**src/rtl/cmpx_pkg.sv**
```systemverilog
package cmpx_pkg;
  localparam int DATA_W = 8;
  localparam int ADDR_W = 2;

  typedef enum logic [1:0] {
    TRIG_TOGGLE = 2'b00,
    TRIG_RSVD   = 2'b01,
    TRIG_FALL   = 2'b10,
    TRIG_RISE   = 2'b11
  } trig_mode_e;

  // register addresses
  localparam logic [ADDR_W-1:0] A_CTRL = 2'd0;
  localparam logic [ADDR_W-1:0] A_ROUTE = 2'd1;
  localparam logic [ADDR_W-1:0] A_MASK = 2'd2;

  // control register bit positions
  localparam int B_MODE = 0;
  localparam int B_IE   = 3;
  localparam int B_FLAG = 4;
  localparam int B_OUT  = 5;
  localparam int B_REF  = 6;

  // routing register bit positions
  localparam int B_CHAN  = 0;
  localparam int B_ROUTE = 7;
endpackage

```
**src/rtl/cmpx_sync.sv**
```systemverilog
module cmpx_sync #(
  parameter int STAGES = 2
) (
  input  logic clk,
  input  logic rst,
  input  logic d_async,
  output logic q_sync
);
  logic [STAGES-1:0] chain_q;

  generate
    for (genvar i = 0; i < STAGES; i++) begin : g_stage
      if (i == 0) begin : g_first
        always_ff @(posedge clk) begin
          if (rst) chain_q[0] <= 1'b0;
          else     chain_q[0] <= d_async;
        end
      end else begin : g_next
        always_ff @(posedge clk) begin
          if (rst) chain_q[i] <= 1'b0;
          else     chain_q[i] <= chain_q[i-1];
        end
      end
    end
  endgenerate

  assign q_sync = chain_q[STAGES-1];
endmodule

```
**src/rtl/cmpx_evt.sv**
```systemverilog
module cmpx_evt
  import cmpx_pkg::*;
(
  input  logic       clk,
  input  logic       rst,
  input  logic       sync_in,
  input  trig_mode_e mode,
  input  logic       clr,
  output logic       evt,
  output logic       flag_q
);
  logic prev_q;
  logic rise_w;
  logic fall_w;

  always_ff @(posedge clk) begin
    if (rst) prev_q <= 1'b0;
    else     prev_q <= sync_in;
  end

  assign rise_w = sync_in & ~prev_q;
  assign fall_w = ~sync_in & prev_q;

  always_comb begin
    unique case (mode)
      TRIG_TOGGLE: evt = rise_w | fall_w;
      TRIG_FALL:   evt = fall_w;
      TRIG_RISE:   evt = rise_w;
      default:     evt = 1'b0;
    endcase
  end

  // an edge event wins over a clear arriving in the same cycle
  always_ff @(posedge clk) begin
    if (rst)      flag_q <= 1'b0;
    else if (evt) flag_q <= 1'b1;
    else if (clr) flag_q <= 1'b0;
  end
endmodule

```
**src/rtl/cmpx_insel.sv**
```systemverilog
module cmpx_insel #(
  parameter int CHAN_W = 2
) (
  input  logic              clk,
  input  logic              rst,
  input  logic              ref_sel,
  input  logic              route_en,
  input  logic              conv_en,
  input  logic [CHAN_W-1:0] chan,
  output logic              pos_use_ref,
  output logic              neg_use_chan,
  output logic [CHAN_W-1:0] neg_chan
);
  logic use_chan_w;

  assign use_chan_w = route_en & ~conv_en;

  always_ff @(posedge clk) begin
    if (rst) begin
      pos_use_ref  <= 1'b0;
      neg_use_chan <= 1'b0;
      neg_chan     <= '0;
    end else begin
      pos_use_ref  <= ref_sel;
      neg_use_chan <= use_chan_w;
      neg_chan     <= use_chan_w ? chan : '0;
    end
  end
endmodule

```
**src/rtl/cmpx_ctrl.sv**
```systemverilog
module cmpx_ctrl
  import cmpx_pkg::*;
#(
  parameter int NUM_PINS    = 6,
  parameter int CHAN_W      = 2,
  parameter int SYNC_STAGES = 2
) (
  input  logic                clk,
  input  logic                rst,
  input  logic                cmp_raw,
  input  logic [ADDR_W-1:0]   bus_addr,
  input  logic                bus_wr,
  input  logic [DATA_W-1:0]   bus_wdata,
  output logic [DATA_W-1:0]   bus_rdata,
  input  logic                glob_ie,
  input  logic                irq_ack,
  input  logic                conv_en,
  input  logic [NUM_PINS-1:0] pin_raw,
  output logic [NUM_PINS-1:0] pin_rd,
  output logic                irq,
  output logic                pos_use_ref,
  output logic                neg_use_chan,
  output logic [CHAN_W-1:0]   neg_chan
);
  trig_mode_e          mode_q;
  logic                ie_q;
  logic                ref_q;
  logic                route_q;
  logic [CHAN_W-1:0]   chan_q;
  logic [NUM_PINS-1:0] mask_q;
  logic                sync_out;
  logic                evt;
  logic                flag_q;
  logic                sw_clr;
  logic [DATA_W-1:0]   rd_mux;

  cmpx_sync #(.STAGES(SYNC_STAGES)) u_sync (
    .clk     (clk),
    .rst     (rst),
    .d_async (cmp_raw),
    .q_sync  (sync_out)
  );

  assign sw_clr = bus_wr && (bus_addr == A_CTRL) && bus_wdata[B_FLAG];

  cmpx_evt u_evt (
    .clk     (clk),
    .rst     (rst),
    .sync_in (sync_out),
    .mode    (mode_q),
    .clr     (sw_clr | irq_ack),
    .evt     (evt),
    .flag_q  (flag_q)
  );

  cmpx_insel #(.CHAN_W(CHAN_W)) u_insel (
    .clk          (clk),
    .rst          (rst),
    .ref_sel      (ref_q),
    .route_en     (route_q),
    .conv_en      (conv_en),
    .chan         (chan_q),
    .pos_use_ref  (pos_use_ref),
    .neg_use_chan (neg_use_chan),
    .neg_chan     (neg_chan)
  );

  always_ff @(posedge clk) begin
    if (rst) begin
      mode_q  <= TRIG_TOGGLE;
      ie_q    <= 1'b0;
      ref_q   <= 1'b0;
      route_q <= 1'b0;
      chan_q  <= '0;
      mask_q  <= '0;
    end else if (bus_wr) begin
      case (bus_addr)
        A_CTRL: begin
          mode_q <= trig_mode_e'(bus_wdata[B_MODE +: 2]);
          ie_q   <= bus_wdata[B_IE];
          ref_q  <= bus_wdata[B_REF];
        end
        A_ROUTE: begin
          chan_q  <= bus_wdata[B_CHAN +: CHAN_W];
          route_q <= bus_wdata[B_ROUTE];
        end
        A_MASK: mask_q <= bus_wdata[NUM_PINS-1:0];
        default: ;
      endcase
    end
  end

  always_comb begin
    rd_mux = '0;
    case (bus_addr)
      A_CTRL: begin
        rd_mux[B_MODE +: 2] = mode_q;
        rd_mux[B_IE]        = ie_q;
        rd_mux[B_FLAG]      = flag_q;
        rd_mux[B_OUT]       = sync_out;
        rd_mux[B_REF]       = ref_q;
      end
      A_ROUTE: begin
        rd_mux[B_CHAN +: CHAN_W] = chan_q;
        rd_mux[B_ROUTE]          = route_q;
      end
      A_MASK:  rd_mux[NUM_PINS-1:0] = mask_q;
      default: rd_mux = '0;
    endcase
  end

  always_ff @(posedge clk) begin
    if (rst) begin
      bus_rdata <= '0;
      pin_rd    <= '0;
      irq       <= 1'b0;
    end else begin
      bus_rdata <= rd_mux;
      pin_rd    <= pin_raw & ~mask_q;
      irq       <= flag_q & ie_q & glob_ie;
    end
  end
endmodule

```
**config.mk**
```make
export PLATFORM = sky130hd
export DESIGN_NAME = cmpx_ctrl
export DESIGN_NICKNAME = d
export VERILOG_FILES = /design/src/rtl/cmpx_pkg.sv /design/src/rtl/cmpx_sync.sv /design/src/rtl/cmpx_evt.sv /design/src/rtl/cmpx_insel.sv /design/src/rtl/cmpx_ctrl.sv
export SDC_FILE = /design/constraint.sdc
export NUM_CORES = 1
export LEC_CHECK = 0
export BUFFER_PORTS_ARGS = -buffer_cell sky130_fd_sc_hd__buf_2
export CELL_PAD_IN_SITES_DETAIL_PLACEMENT = 0
export CELL_PAD_IN_SITES_GLOBAL_PLACEMENT = 1
export CORE_UTILIZATION = 38
export DETAILED_ROUTE_END_ITERATION = 7
export GPL_ROUTABILITY_DRIVEN = 0
export PLACE_DENSITY = 0.75
export SLEW_MARGIN = 20
export SYNTH_ARGS = -nofsm -noshare
export SYNTH_HDL_FRONTEND = slang
export SYNTH_HIERARCHICAL = 1
export SYNTH_SLANG_ARGS = --single-unit
```
**constraint.sdc**
```tcl
create_clock -name clk -period 1.7 [get_ports clk]
set_clock_uncertainty 0.1 [all_clocks]
set_input_delay 0.34 -clock clk [delete_from_list [all_inputs] [get_ports clk]]
set_output_delay 0.34 -clock clk [all_outputs]
set_load 0.1 [all_outputs]
```
==> results of run 1 <==
[per-layer routing]
| layer | track usage [%] | routed length, um | up-vias |
|---|---|---|---|
| met5 | 0 | 0 | - |
| met4 | 8.571 | 64 | 0 |
| met3 | 5.383 | 170 | 7 |
| met2 | 24.58 | 1242 | 38 |
| li1 | - | - | 493 |
| met1 | 18.61 | 1166 | 429 |
[final cells by class]
type / instances / area, um2 / area share, %
Clock inverter: 2 / 35.03 / 2.077
Timing Repair Buffer: 43 / 232.7 / 13.80
Clock buffer: 6 / 41.29 / 2.448
Sequential cell: 36 / 720.7 / 42.73
Inverter: 2 / 7.507 / 0.4451
Tap cell: 46 / 57.56 / 3.412
Multi-Input combinational cell: 77 / 591.8 / 35.09
[through the flow]
stage | power, uW | hold slack (ns) | util, %
final | 1685 | 0.07060 | 49.76
after detailed placement | 1118 | 0.3247 | 47.51
after floorplan | 1060 | 0.3067 | -
after global placement | 1115 | 0.3279 | 47.51
after global routing | 1751 | 0.05985 | 49.76
after CTS | 1693 | 0.06119 | 49.76
[registers in the layout, summed over array words and instances (netlist names), 2 cells and up]
| register | flops |
|---|---|
| mode_q | 2 |
| mask_q | 6 |
| bus_rdata | 8 |
| u_insel/neg_chan | 2 |
| pin_rd | 6 |
| chan_q | 2 |
[cell usage in the layout (no fill, tap or decap)]
cell	instances
sky130_fd_sc_hd__nor3b_1	7
sky130_fd_sc_hd__or2_2	1
sky130_fd_sc_hd__clkinv_2	1
sky130_fd_sc_hd__a31oi_1	1
sky130_fd_sc_hd__buf_12	1
sky130_fd_sc_hd__nand2b_1	23
sky130_fd_sc_hd__a21o_1	2
sky130_fd_sc_hd__nor2_1	6
sky130_fd_sc_hd__and2b_2	1
sky130_fd_sc_hd__nand2_1	2
sky130_fd_sc_hd__buf_4	1
sky130_fd_sc_hd__clkbuf_1	1
sky130_fd_sc_hd__buf_2	41
sky130_fd_sc_hd__ha_1	2
sky130_fd_sc_hd__and4bb_2	2
sky130_fd_sc_hd__nor3b_2	2
sky130_fd_sc_hd__o22ai_1	2
sky130_fd_sc_hd__nand3b_1	1
sky130_fd_sc_hd__or3b_4	1
sky130_fd_sc_hd__or2_1	1
sky130_fd_sc_hd__inv_1	2
sky130_fd_sc_hd__bufinv_16	1
sky130_fd_sc_hd__nor2b_1	2
sky130_fd_sc_hd__and4b_1	1
sky130_fd_sc_hd__nand3_1	1
sky130_fd_sc_hd__dfxtp_1	36
sky130_fd_sc_hd__and3b_1	1
sky130_fd_sc_hd__mux2i_1	18
sky130_fd_sc_hd__clkbuf_4	5
[where the power goes]
group	switching (uW)	internal [uW]	total, uW
logic	141	72.5	214
clock network	279	308	588
registers	14.1	870	884
[final timing paths]
check | end | slack (ns) | depth (start not counted)
setup / recovery | bus_rdata[6] | 0.16 | 1
hold / removal | u_insel/neg_use_chan$_SDFF_PP0_ | 0.07 | 2
setup reg to reg | u_evt/flag_q$_SDFFE_PP0P_ | 0.32 | 5
hold reg to reg | u_sync/q_sync$_SDFF_PP0_ | 0.34 | 1
==> implementation parameters, run 1 <==
Parameter                              Value

Timing
  Number of hold violations in the final report ... 0
  Timing-limited maximum frequency ... about 650 MHz
  Worst-Margin Slew ... 0.4943 ns
  Minimum setup slack in the final design ... 0.1634 ns
  Worst max-slew margin expressed relative to the limit ... 67.27%
  Setup violations, final ... 0
  Tmin final ... between 1.5 and 2 ns
  Share of the cycle needed by the critical path after routing ... approximately 90%
  Final Max Slew Viols ... 0
  RSZ-0062 raised after global routing ... false
  Post-Route Setup TNS ... 0 ns

Detailed routing
  Antenna-violating nets left ... 0
  Total wirelength of the detailed-routed design ... ~2600 um
  DRC marker count from the first detailed-route iteration ... 32
  Drt drc ... 0
  Vias per std cell ... about 4.6
  Count of TritonRoute iterations in the first routing pass ... 4
  Wire per inst ... 12.47 um
  Total number of vias ... a little under 1,000

Setup path
  Cells along the critical path ... buf_2
  Buffers and inverters on the worst path ... 1
  Kind of critical path ... reg -> out
  Startpoint type of the worst setup path ... flop
  Worst setup EP type ... output pin
  Worst EP required ... 1.26 ns
  Critical path peak fanout ... 1
  Worst Path Arrival ... 1.10 ns
  Worst path top cell family by delay ... buffers and inverters
  Cell with the largest stage delay on the worst path ... sky130_fd_sc_hd__buf_2
  Critical R2R Launch ... u_sync/q_sync$_SDFF_PP0_
  Crit. Startpoint ... bus_rdata[6]$_SDFF_PP0_
  Stage delay of the slowest cell on the critical path ... 0.42 ns

Synth
  Avg Synthesized Cell Area ... 11.22 um2
  Synthesized Nets ... 146
  Syn Std Cell Area ... about 1400 um2
  Count of synthesis-stage warnings from yosys ... 6
  Gate Count Post-Synth ... 121

Hold path
  Worst hold start ... conv_en
  Worst hold path type ... in -> reg

Placed design
  Area post-placement ... 1610 um2
  Placed insts ... between 200 and 250
  Detailed placer's ending HPWL ... 1955 um
  Worst setup timing slack at the placement stage ... 0.2570 ns
  Port Buffers ... 41

GRT
  Global-route wire length before repair ... around 4100 um
  GRT Residual Overflow ... 0
  Overall routing resource usage ... 15.58%
  Pin count of the biggest net entering global routing ... 28
  Number of antenna violations at the first check in global routing ... 0
  Vias in the first global route ... roughly 880

Floorplanning
  Core Box Area ... 3390 um2
  Vertical die dimension ... 61.77 um
  Die X ... 61.77 um
  Boundary pin count ... 42
  # rows ... 21
  Floorplan die area ... 3816 um2
  Initial cell density of the core ... 40.05%

Cells and area
  Antenna Diode Count ... 0
  Count of nets after finishing ... 190
  Ratio of cells with drive above 1 in the final layout ... 34.34%
  Area grow syn2layout ... 24.24%
  Post-Layout Inst Area ... around 1700 um2
  Final standard cell count with taps included and fillers excluded ... 212
  Number of inserted filler cells in the final layout ... 326

Flow run
  Number of violations of the max-capacitance limit ... 0

CTS
  TritonCTS clock tree ... built
  CTS resizes ... 0
  Post-CTS Hold Fix Bufs ... 0
  Buffers from clock root to sink, at most ... 2
  CTS Root Buffer Type ... sky130_fd_sc_hd__clkbuf_4
  Inserted Clock Buffers ... 5
  Number of clock sinks ... 36
  Number of H-tree levels ... 2
  Clock network latency to the later pin of the worst-skew pair ... 0.34 ns
  Postcts setup bufs ... 0
  Clock edge transition at the registers on the reported setup and hold paths ... 0.10 ns

Pwr
  Power density normalized to cell area ... between 900 and 1000 nW/um2
  Leakage Power ... 0.0007664 uW
  IR Drop Worst-Case VDD ... 0.4976 mV

Run status
  Status ... completed
Note: power is estimated with default switching activity, not from simulation.
==> inputs of run 2 (changes only) <==
--- a/config.mk
+++ b/config.mk
@@ -8,12 +8,11 @@
 export BUFFER_PORTS_ARGS = -buffer_cell sky130_fd_sc_hd__buf_2
 export CELL_PAD_IN_SITES_DETAIL_PLACEMENT = 0
 export CELL_PAD_IN_SITES_GLOBAL_PLACEMENT = 1
-export CORE_UTILIZATION = 38
+export CORE_UTILIZATION = 36
 export DETAILED_ROUTE_END_ITERATION = 7
 export GPL_ROUTABILITY_DRIVEN = 0
-export PLACE_DENSITY = 0.75
+export PLACE_DENSITY = 0.74
 export SLEW_MARGIN = 20
 export SYNTH_ARGS = -nofsm -noshare
 export SYNTH_HDL_FRONTEND = slang
-export SYNTH_HIERARCHICAL = 1
 export SYNTH_SLANG_ARGS = --single-unit
==> run 2 against run 1 <==
  * Register-to-register slack better by 0.06 ns
  * Wire length down 6.8%
  * Synthesized area down 5.7%
  * Clock power down 0.7%
  * Largest cell class unchanged
  * Critical path type unchanged
  * Highest routed layer unchanged
  * Global-route usage down 1.2 points
==> implementation parameters, run 2 <==
Parameter                              Value

CTS
  Clock edge transition at the registers on the reported setup and hold paths ... 0.10 ns (about the same)
  Clock network latency to the later pin of the worst-skew pair ... 0.34 ns (about the same)
  Inserted Clock Buffers ... 5 (unchanged)
  Post-CTS Hold Fix Bufs ... 0 (unchanged)
  Number of clock sinks ... 36 (unchanged)
  TritonCTS clock tree ... built
  CTS Root Buffer Type ... sky130_fd_sc_hd__clkbuf_4
  Buffers from clock root to sink, at most ... 2 (unchanged)
  Postcts setup bufs ... 0 (unchanged)
  CTS resizes ... 0 (unchanged)
  Number of H-tree levels ... 2 (unchanged)

Pwr
  Power density normalized to cell area ... 1052 nW/um2 (+5.3%)
  IR Drop Worst-Case VDD ... 0.4136 mV (-17%)
  Sequential power share ... 52.9% (+0.5 points)
  Leakage Power ... 0.0007012 uW (-8.5%)
  Clock power share ... 35.0% (about the same)
  Share of power burned in combinational logic ... 12.1% (-0.6 points)
  Switching power as a share of total power ... 25.89% (+0.096 points)
  Switching power summed over all nets ... 431.5 uW (-0.72%)
  Internal power ... 1235 uW (-1.2%)
  Overall power of the completed layout ... 1667 uW (-1.1%)

Floorplanning
  Boundary pin count ... 42 (unchanged)
  Vertical die dimension ... 61.63 um (-0.23%)
  Core Box Area ... 3363 um2 (-0.78%)
  Floorplan die area ... 3798 um2 (-0.47%)
  Die X ... 61.63 um (-0.23%)
  Initial cell density of the core ... 38.06% (-2.0 points)
  # rows ... 21 (unchanged)

Cells and area
  Area grow syn2layout ... 23.75%
  Ratio of cells with drive above 1 in the final layout ... 31.33% (-3.0 points)
  Most common cell after layout, fill and taps aside ... sky130_fd_sc_hd__buf_2
  Final standard cell count with taps included and fillers excluded ... 212 (unchanged)
  Number of inserted filler cells in the final layout ... 349 (+7.1%)
  Antenna Diode Count ... 0 (unchanged)
  Final core occ ... 47.10% (-2.7 points)
  Flip-flop count of the largest register, all copies and words added ... 8 (unchanged)
  Largest registers ... bus_rdata: 8 flops, mask_q: 6 flops, pin_rd: 6 flops
  Largest Register ... bus_rdata
  Commonest cells after routing, fill and taps aside ... sky130_fd_sc_hd__buf_2, sky130_fd_sc_hd__dfxtp_1, sky130_fd_sc_hd__mux2i_1
  Count of nets after finishing ... 190 (unchanged)

GRT
  Global-route wire length before repair ... 3801 um (-7.6%)
  Pin count of the biggest net entering global routing ... 24 (-14%)
  Overall routing resource usage ... 14.40% (-1.2 points)
  GRT Residual Overflow ... 0 (unchanged)
  Number of antenna violations at the first check in global routing ... 0 (unchanged)
  Vias in the first global route ... 863 (-2.2%)

Timing
  Setup violations, final ... 0 (unchanged)
  Share of the cycle needed by the critical path after routing ... 89.43% (-0.96 points)
  Final Max Slew Viols ... 0 (unchanged)
  Number of hold violations in the final report ... 0 (unchanged)
  RSZ-0062 raised after global routing ... false
  Timing-limited maximum frequency ... 657.8 MHz (+1.1%)
  Worst-Margin Slew ... 0.4938 ns (-0.0005809 ns)
  Worst max-slew margin expressed relative to the limit ... 67.31% (about the same)
  Tmin final ... 1.520 ns (-0.01626 ns)
  Post-Route Setup TNS ... 0 ns (unchanged)

Setup path
  Worst Path Arrival ... 1.08 ns (-0.02 ns)
  Kind of critical path ... reg -> out
  Worst EP required ... 1.26 ns (about the same)
  Worst path top cell family by delay ... buffers and inverters
  Critical path peak fanout ... 1 (unchanged)
  Cell with the largest stage delay on the worst path ... sky130_fd_sc_hd__buf_2
  Stage delay of the slowest cell on the critical path ... 0.42 ns (about the same)
  Buffers and inverters on the worst path ... 1 (unchanged)
  Worst setup EP type ... output pin
  Startpoint type of the worst setup path ... flop
  Cells along the critical path ... buf_2

Synth
  Largest area contributor in the synthesized netlist ... sky130_fd_sc_hd__dfxtp_1
  Count of synthesis-stage warnings from yosys ... 0 (-6)
  Post-synth top area share ... 56.30%
  Gate Count Post-Synth ... 123 (+1.7%)
  Share of flip-flops with an asynchronous set or reset ... 0%
  Number of flops mapped to enable cells by yosys ... 0
  Synth Flop Type ... sky130_fd_sc_hd__dfxtp_1
  Share of the yosys chip area belonging to registers ... 56.30%
  Avg Synthesized Cell Area ... 10.41 um2 (-7.2%)
  Synthesized Nets ... 148 (+1.4%)
  Leading post-synthesis cells by instance count ... sky130_fd_sc_hd__dfxtp_1, sky130_fd_sc_hd__mux2i_1, sky130_fd_sc_hd__a21oi_1, sky130_fd_sc_hd__nand2_1, sky130_fd_sc_hd__nor2_1
  Yosys cell types ... 23
  Most common cell in the netlist ... sky130_fd_sc_hd__dfxtp_1
  Syn Std Cell Area ... 1280 um2 (-5.7%)
  Main area contributors after synthesis ... sky130_fd_sc_hd__dfxtp_1, sky130_fd_sc_hd__mux2i_1, sky130_fd_sc_hd__nor3b_1
  Number of storage elements in the synthesis netlist ... 36

Detailed routing
  Antenna-violating nets left ... 0 (unchanged)
  Total wirelength of the detailed-routed design ... 2464 um (-6.8%)
  Drt drc ... 0 (unchanged)
  Total number of vias ... 970 (+0.31%)
  Count of TritonRoute iterations in the first routing pass ... 4 (unchanged)
  DRC marker count from the first detailed-route iteration ... 12 (-63%)
  Vias per std cell ... 4.575 (+0.31%)
  Wire per inst ... 11.62 um (-6.8%)

Placed design
  Detailed placer's ending HPWL ... 1809 um (-7.4%)
  Port Buffers ... 41 (unchanged)
  Placed insts ... 204 (unchanged)

Run status
  Status ... completed

Flow run
  Number of violations of the max-capacitance limit ... 0 (unchanged)

Hold path
  Worst hold path type ... in -> reg
run 2: final timing paths:
kind                                                      from                         endpoint  slack, ns  cells past startpoint
worst min-delay path                                   conv_en  u_insel.neg_use_chan$_SDFF_PP0_       0.07                      2
worst max-delay path            u_insel.neg_chan[1]$_SDFF_PP0_                      neg_chan[1]       0.18                      1
worst min register to register          mask_q[0]$_SDFFE_PP0P_             pin_rd[0]$_SDFF_PP0_       0.35                      1
worst max register to register        u_sync.q_sync$_SDFF_PP0_        u_evt.flag_q$_SDFFE_PP0P_       0.38                      5
run 2: kinds of logic after synthesis:
logic type	share of synthesized area [%]
AO/OA/AOI/OAI	4.595
adder cells (fa/ha/maj)	1.955
buffers and inverters	4.789
flip-flops	56.30
multiplexers	10.26
AND/OR/NAND/NOR	22.09
run 2: cell type report:
type,instances,area (um2),area share [%]
multi-input combinational,76,498.0,31.44
clock buffer,6,41.29,2.607
tap,46,57.56,3.633
timing repair buffer,43,220.2,13.90
sequential,36,720.7,45.50
clock inverter,2,35.03,2.212
inverter,3,11.26,0.7109
run 2: per-stage QoR:
step	setup slack (ns)	hold WS (ns)	cell area [um2]
4_1_cts	0.1577	0.05809	1584
2_1_floorplan	0.3510	0.3138	1280
6_report	0.1797	0.06965	1584
3_3_place_gp	0.2865	0.3308	1508
3_5_place_dp	0.2473	0.3443	1508
5_1_grt	0.1169	0.05375	1584
run 2: power groups by stage:
stage | combinational (uW) | clock, uW | sequential, uW
6_report | 201 | 584 | 881
5_1_grt | 216 | 635 | 886
2_1_floorplan | 71.2 | 0 | 982
3_5_place_dp | 203 | 0 | 901
3_3_place_gp | 200 | 0 | 901
4_1_cts | 203 | 600 | 882
run 2: metal layers:
metal / part of all wire, % / track usage (%) / vias to the layer above / wire length, um
met5: 0 / 0 / - / 0
met4: 2.1 / 6.667 / 0 / 51
met3: 5.7 / 6.933 / 7 / 140
met2: 45 / 21.97 / 24 / 1108
met1: 47 / 17.05 / 440 / 1164
li1: - / - / 499 / -
==> inputs of run 3 (changes only) <==
==> constraint.sdc (replaced) <==
create_clock -name clk -period 1.5 [get_ports clk]
set_clock_uncertainty 0.1 [all_clocks]
set_input_delay 0.3 -clock clk [delete_from_list [all_inputs] [get_ports clk]]
set_output_delay 0.3 -clock clk [all_outputs]
set_load 0.1 [all_outputs]
==> run 3 against run 2 <==
  * Cell count grew 1.4%
  * Wire length is 1.5% higher
  * Critical path depth is the same
  * Non-clock buffer count up 3
  * First-iteration DRC count rose to 4.0 times the previous value
  * Worst setup slack got worse by 0.13 ns
  * Register-to-register slack lost 0.22 ns
  * Design area rose by 3.3%
  * Critical path type unchanged
  * Critical endpoint is now neg_use_chan
==> implementation parameters, run 3 (same netlist as run 2, synthesis figures left out) <==
Parameter                              Value

Cells and area
  Count of nets after finishing ... 193 (+1.6%)
  Largest registers ... bus_rdata: 8 flops, mask_q: 6 flops, pin_rd: 6 flops
  Most common cell after layout, fill and taps aside ... sky130_fd_sc_hd__dfxtp_1
  Commonest cells after routing, fill and taps aside ... sky130_fd_sc_hd__dfxtp_1, sky130_fd_sc_hd__clkbuf_4, sky130_fd_sc_hd__buf_2
  Area of all sequential standard cells ... 720.7 um2 (unchanged)
  Flip-flop count of the largest register, all copies and words added ... 8 (unchanged)
  Ratio of cells with drive above 1 in the final layout ... 33.14% (+1.8 points)
  Antenna Diode Count ... 0 (unchanged)
  Multi-input gate area ... 498.0 um2 (unchanged)
  Largest Register ... bus_rdata
  Area grow syn2layout ... 27.86%
  Number of inserted filler cells in the final layout ... 340 (-2.6%)

Detailed routing
  Wire per inst ... 11.63 um (about the same)
  Count of TritonRoute iterations in the first routing pass ... 4 (unchanged)
  Vias per std cell ... 4.670 (+2.1%)
  Antenna-violating nets left ... 0 (unchanged)
  Total wirelength of the detailed-routed design ... 2501 um (+1.5%)
  Total number of vias ... 1,004 (+3.5%)
  DRC marker count from the first detailed-route iteration ... 48 (+36)
  Drt drc ... 0 (unchanged)

Pwr
  Clock power share ... 29.7% (-5.3 points)
  IR Drop Worst-Case VDD ... 0.5456 mV (+32%)
  Share of power burned in combinational logic ... 13.7% (+1.6 points)
  Power density normalized to cell area ... 1078 nW/um2 (+2.5%)
  Internal power ... 1285 uW (+4.0%)
  Leakage Power ... 0.0007030 uW (+0.26%)
  Overall power of the completed layout ... 1765 uW (+5.9%)
  Switching power as a share of total power ... 27.21% (+1.3 points)
  Sequential power share ... 56.7% (+3.8 points)
  Switching power summed over all nets ... 480.3 uW (+11%)

Setup path
  Buffers and inverters on the worst path ... 1 (unchanged)
  Worst Path Arrival ... 1.05 ns (-0.03 ns)
  Kind of critical path ... reg -> out
  Critical path peak fanout ... 1 (unchanged)
  Startpoint type of the worst setup path ... flop
  Cells along the critical path ... buf_2
  Worst EP required ... 1.10 ns (-0.16 ns)
  Cell with the largest stage delay on the worst path ... sky130_fd_sc_hd__buf_2
  Worst setup EP type ... output pin
  Worst path top cell family by delay ... buffers and inverters
  Stage delay of the slowest cell on the critical path ... 0.41 ns (about the same)

GRT
  Number of antenna violations at the first check in global routing ... 0 (unchanged)
  Vias in the first global route ... 857 (-0.70%)
  Pin count of the biggest net entering global routing ... 19 (-21%)
  Overall routing resource usage ... 14.56% (+0.16 points)
  GRT Residual Overflow ... 0 (unchanged)
  Global-route wire length before repair ... 3870 um (+1.8%)

CTS
  Buffers from clock root to sink, at most ... 2 (unchanged)
  Clock edge transition at the registers on the reported setup and hold paths ... 0.10 ns (about the same)
  Number of clock sinks ... 36 (unchanged)
  CTS resizes ... 0 (unchanged)
  CTS Root Buffer Type ... sky130_fd_sc_hd__clkbuf_4
  Number of H-tree levels ... 2 (unchanged)
  Postcts setup bufs ... 0 (unchanged)
  Clock network latency to the later pin of the worst-skew pair ... 0.33 ns (about the same)
  TritonCTS clock tree ... built
  Inserted Clock Buffers ... 5 (unchanged)
  Post-CTS Hold Fix Bufs ... 0 (unchanged)

Timing
  Number of hold violations in the final report ... 0 (unchanged)
  RSZ-0062 raised after global routing ... false
  Share of the cycle needed by the critical path after routing ... 96.62%
  Tmin final ... 1.449 ns
  Timing-limited maximum frequency ... 690.0 MHz
  Post-Route Setup TNS ... 0 ns (unchanged)
  Setup violations, final ... 0 (unchanged)
  Worst-Margin Slew ... 0.4841 ns (-0.009633 ns)
  Final Max Slew Viols ... 0 (unchanged)
  Worst max-slew margin expressed relative to the limit ... 67.95% (+0.64 points)

Placed design
  Port Buffers ... 41 (unchanged)
  Detailed placer's ending HPWL ... 1902 um (+5.1%)

Run status
  Status ... completed

Floorplanning
  # rows ... 21 (unchanged)
  Vertical die dimension ... 61.63 um (unchanged)
  Boundary pin count ... 42 (unchanged)
  Initial cell density of the core ... 38.06% (unchanged)
  Floorplan die area ... 3798 um2 (unchanged)
  Core Box Area ... 3363 um2 (unchanged)
  Die X ... 61.63 um (unchanged)

Hold path
  Worst hold path type ... in -> reg

Flow run
  Number of violations of the max-capacitance limit ... 0 (unchanged)
-- run 3: changes by cell type in the layout (fill, tap and decap cells not counted), sizes merged --
cell / change
clkinv: +1
bufinv: -1
buf: -15
clkbuf: +18
-- run 3: worst paths after layout --
| kind | to | slack [ns] | cells past startpoint | from |
|---|---|---|---|---|
| max reg2reg | u_evt.flag_q$_SDFFE_PP0P_ | 0.16 | 5 | u_sync.q_sync$_SDFF_PP0_ |
| max | neg_use_chan | 0.05 | 1 | u_insel.neg_use_chan$_SDFF_PP0_ |
| min | u_insel.neg_use_chan$_SDFF_PP0_ | 0.04 | 2 | conv_en |
| min reg2reg | u_sync.q_sync$_SDFF_PP0_ | 0.35 | 1 | u_sync.chain_q[0]$_SDFF_PP0_ |
-- run 3: cell type report --
type | instances | share of cell area, %
clock inverters | 2 | 0.6116
repair buffers | 46 | 17.58
flip-flops and latches | 36 | 44.04
well taps | 46 | 3.517
multi-input cells | 76 | 30.43
inverters | 3 | 0.6881
clock buffers | 6 | 3.135
-- run 3: power groups by stage --
stage | clock network [uW] | logic (uW) | registers [uW]
4_1_cts | 542 | 237 | 1000
3_3_place_gp | 0 | 234 | 1020
6_report | 524 | 241 | 1000
5_1_grt | 600 | 258 | 1000
2_1_floorplan | 0 | 80.7 | 1110
3_5_place_dp | 0 | 236 | 1020
-- run 3: per-layer routing --
layer	wire length [um]	part of all wire [%]	GRT usage, %
met1	1203	48	18.97
met2	1146	46	21.66
met3	113	4.5	3.782
met4	38	1.5	8.571
met5	0	0	0
-- run 3: metrics by stage --
step / hold slack [ns] / util [%] / setup slack (ns) / cells / cell area, um2
3_5_place_dp: 0.3344 / 45.50 / 0.1283 / 207 / 1530
2_1_floorplan: 0.2906 / - / 0.1910 / 123 / 1280
4_1_cts: 0.02609 / 47.32 / 0.01523 / 215 / 1592
3_3_place_gp: 0.3324 / 45.50 / 0.1834 / 207 / 1530
6_report: 0.03939 / 48.66 / 0.05075 / 215 / 1637
5_1_grt: 0.02300 / 48.66 / 0.01301 / 215 / 1637
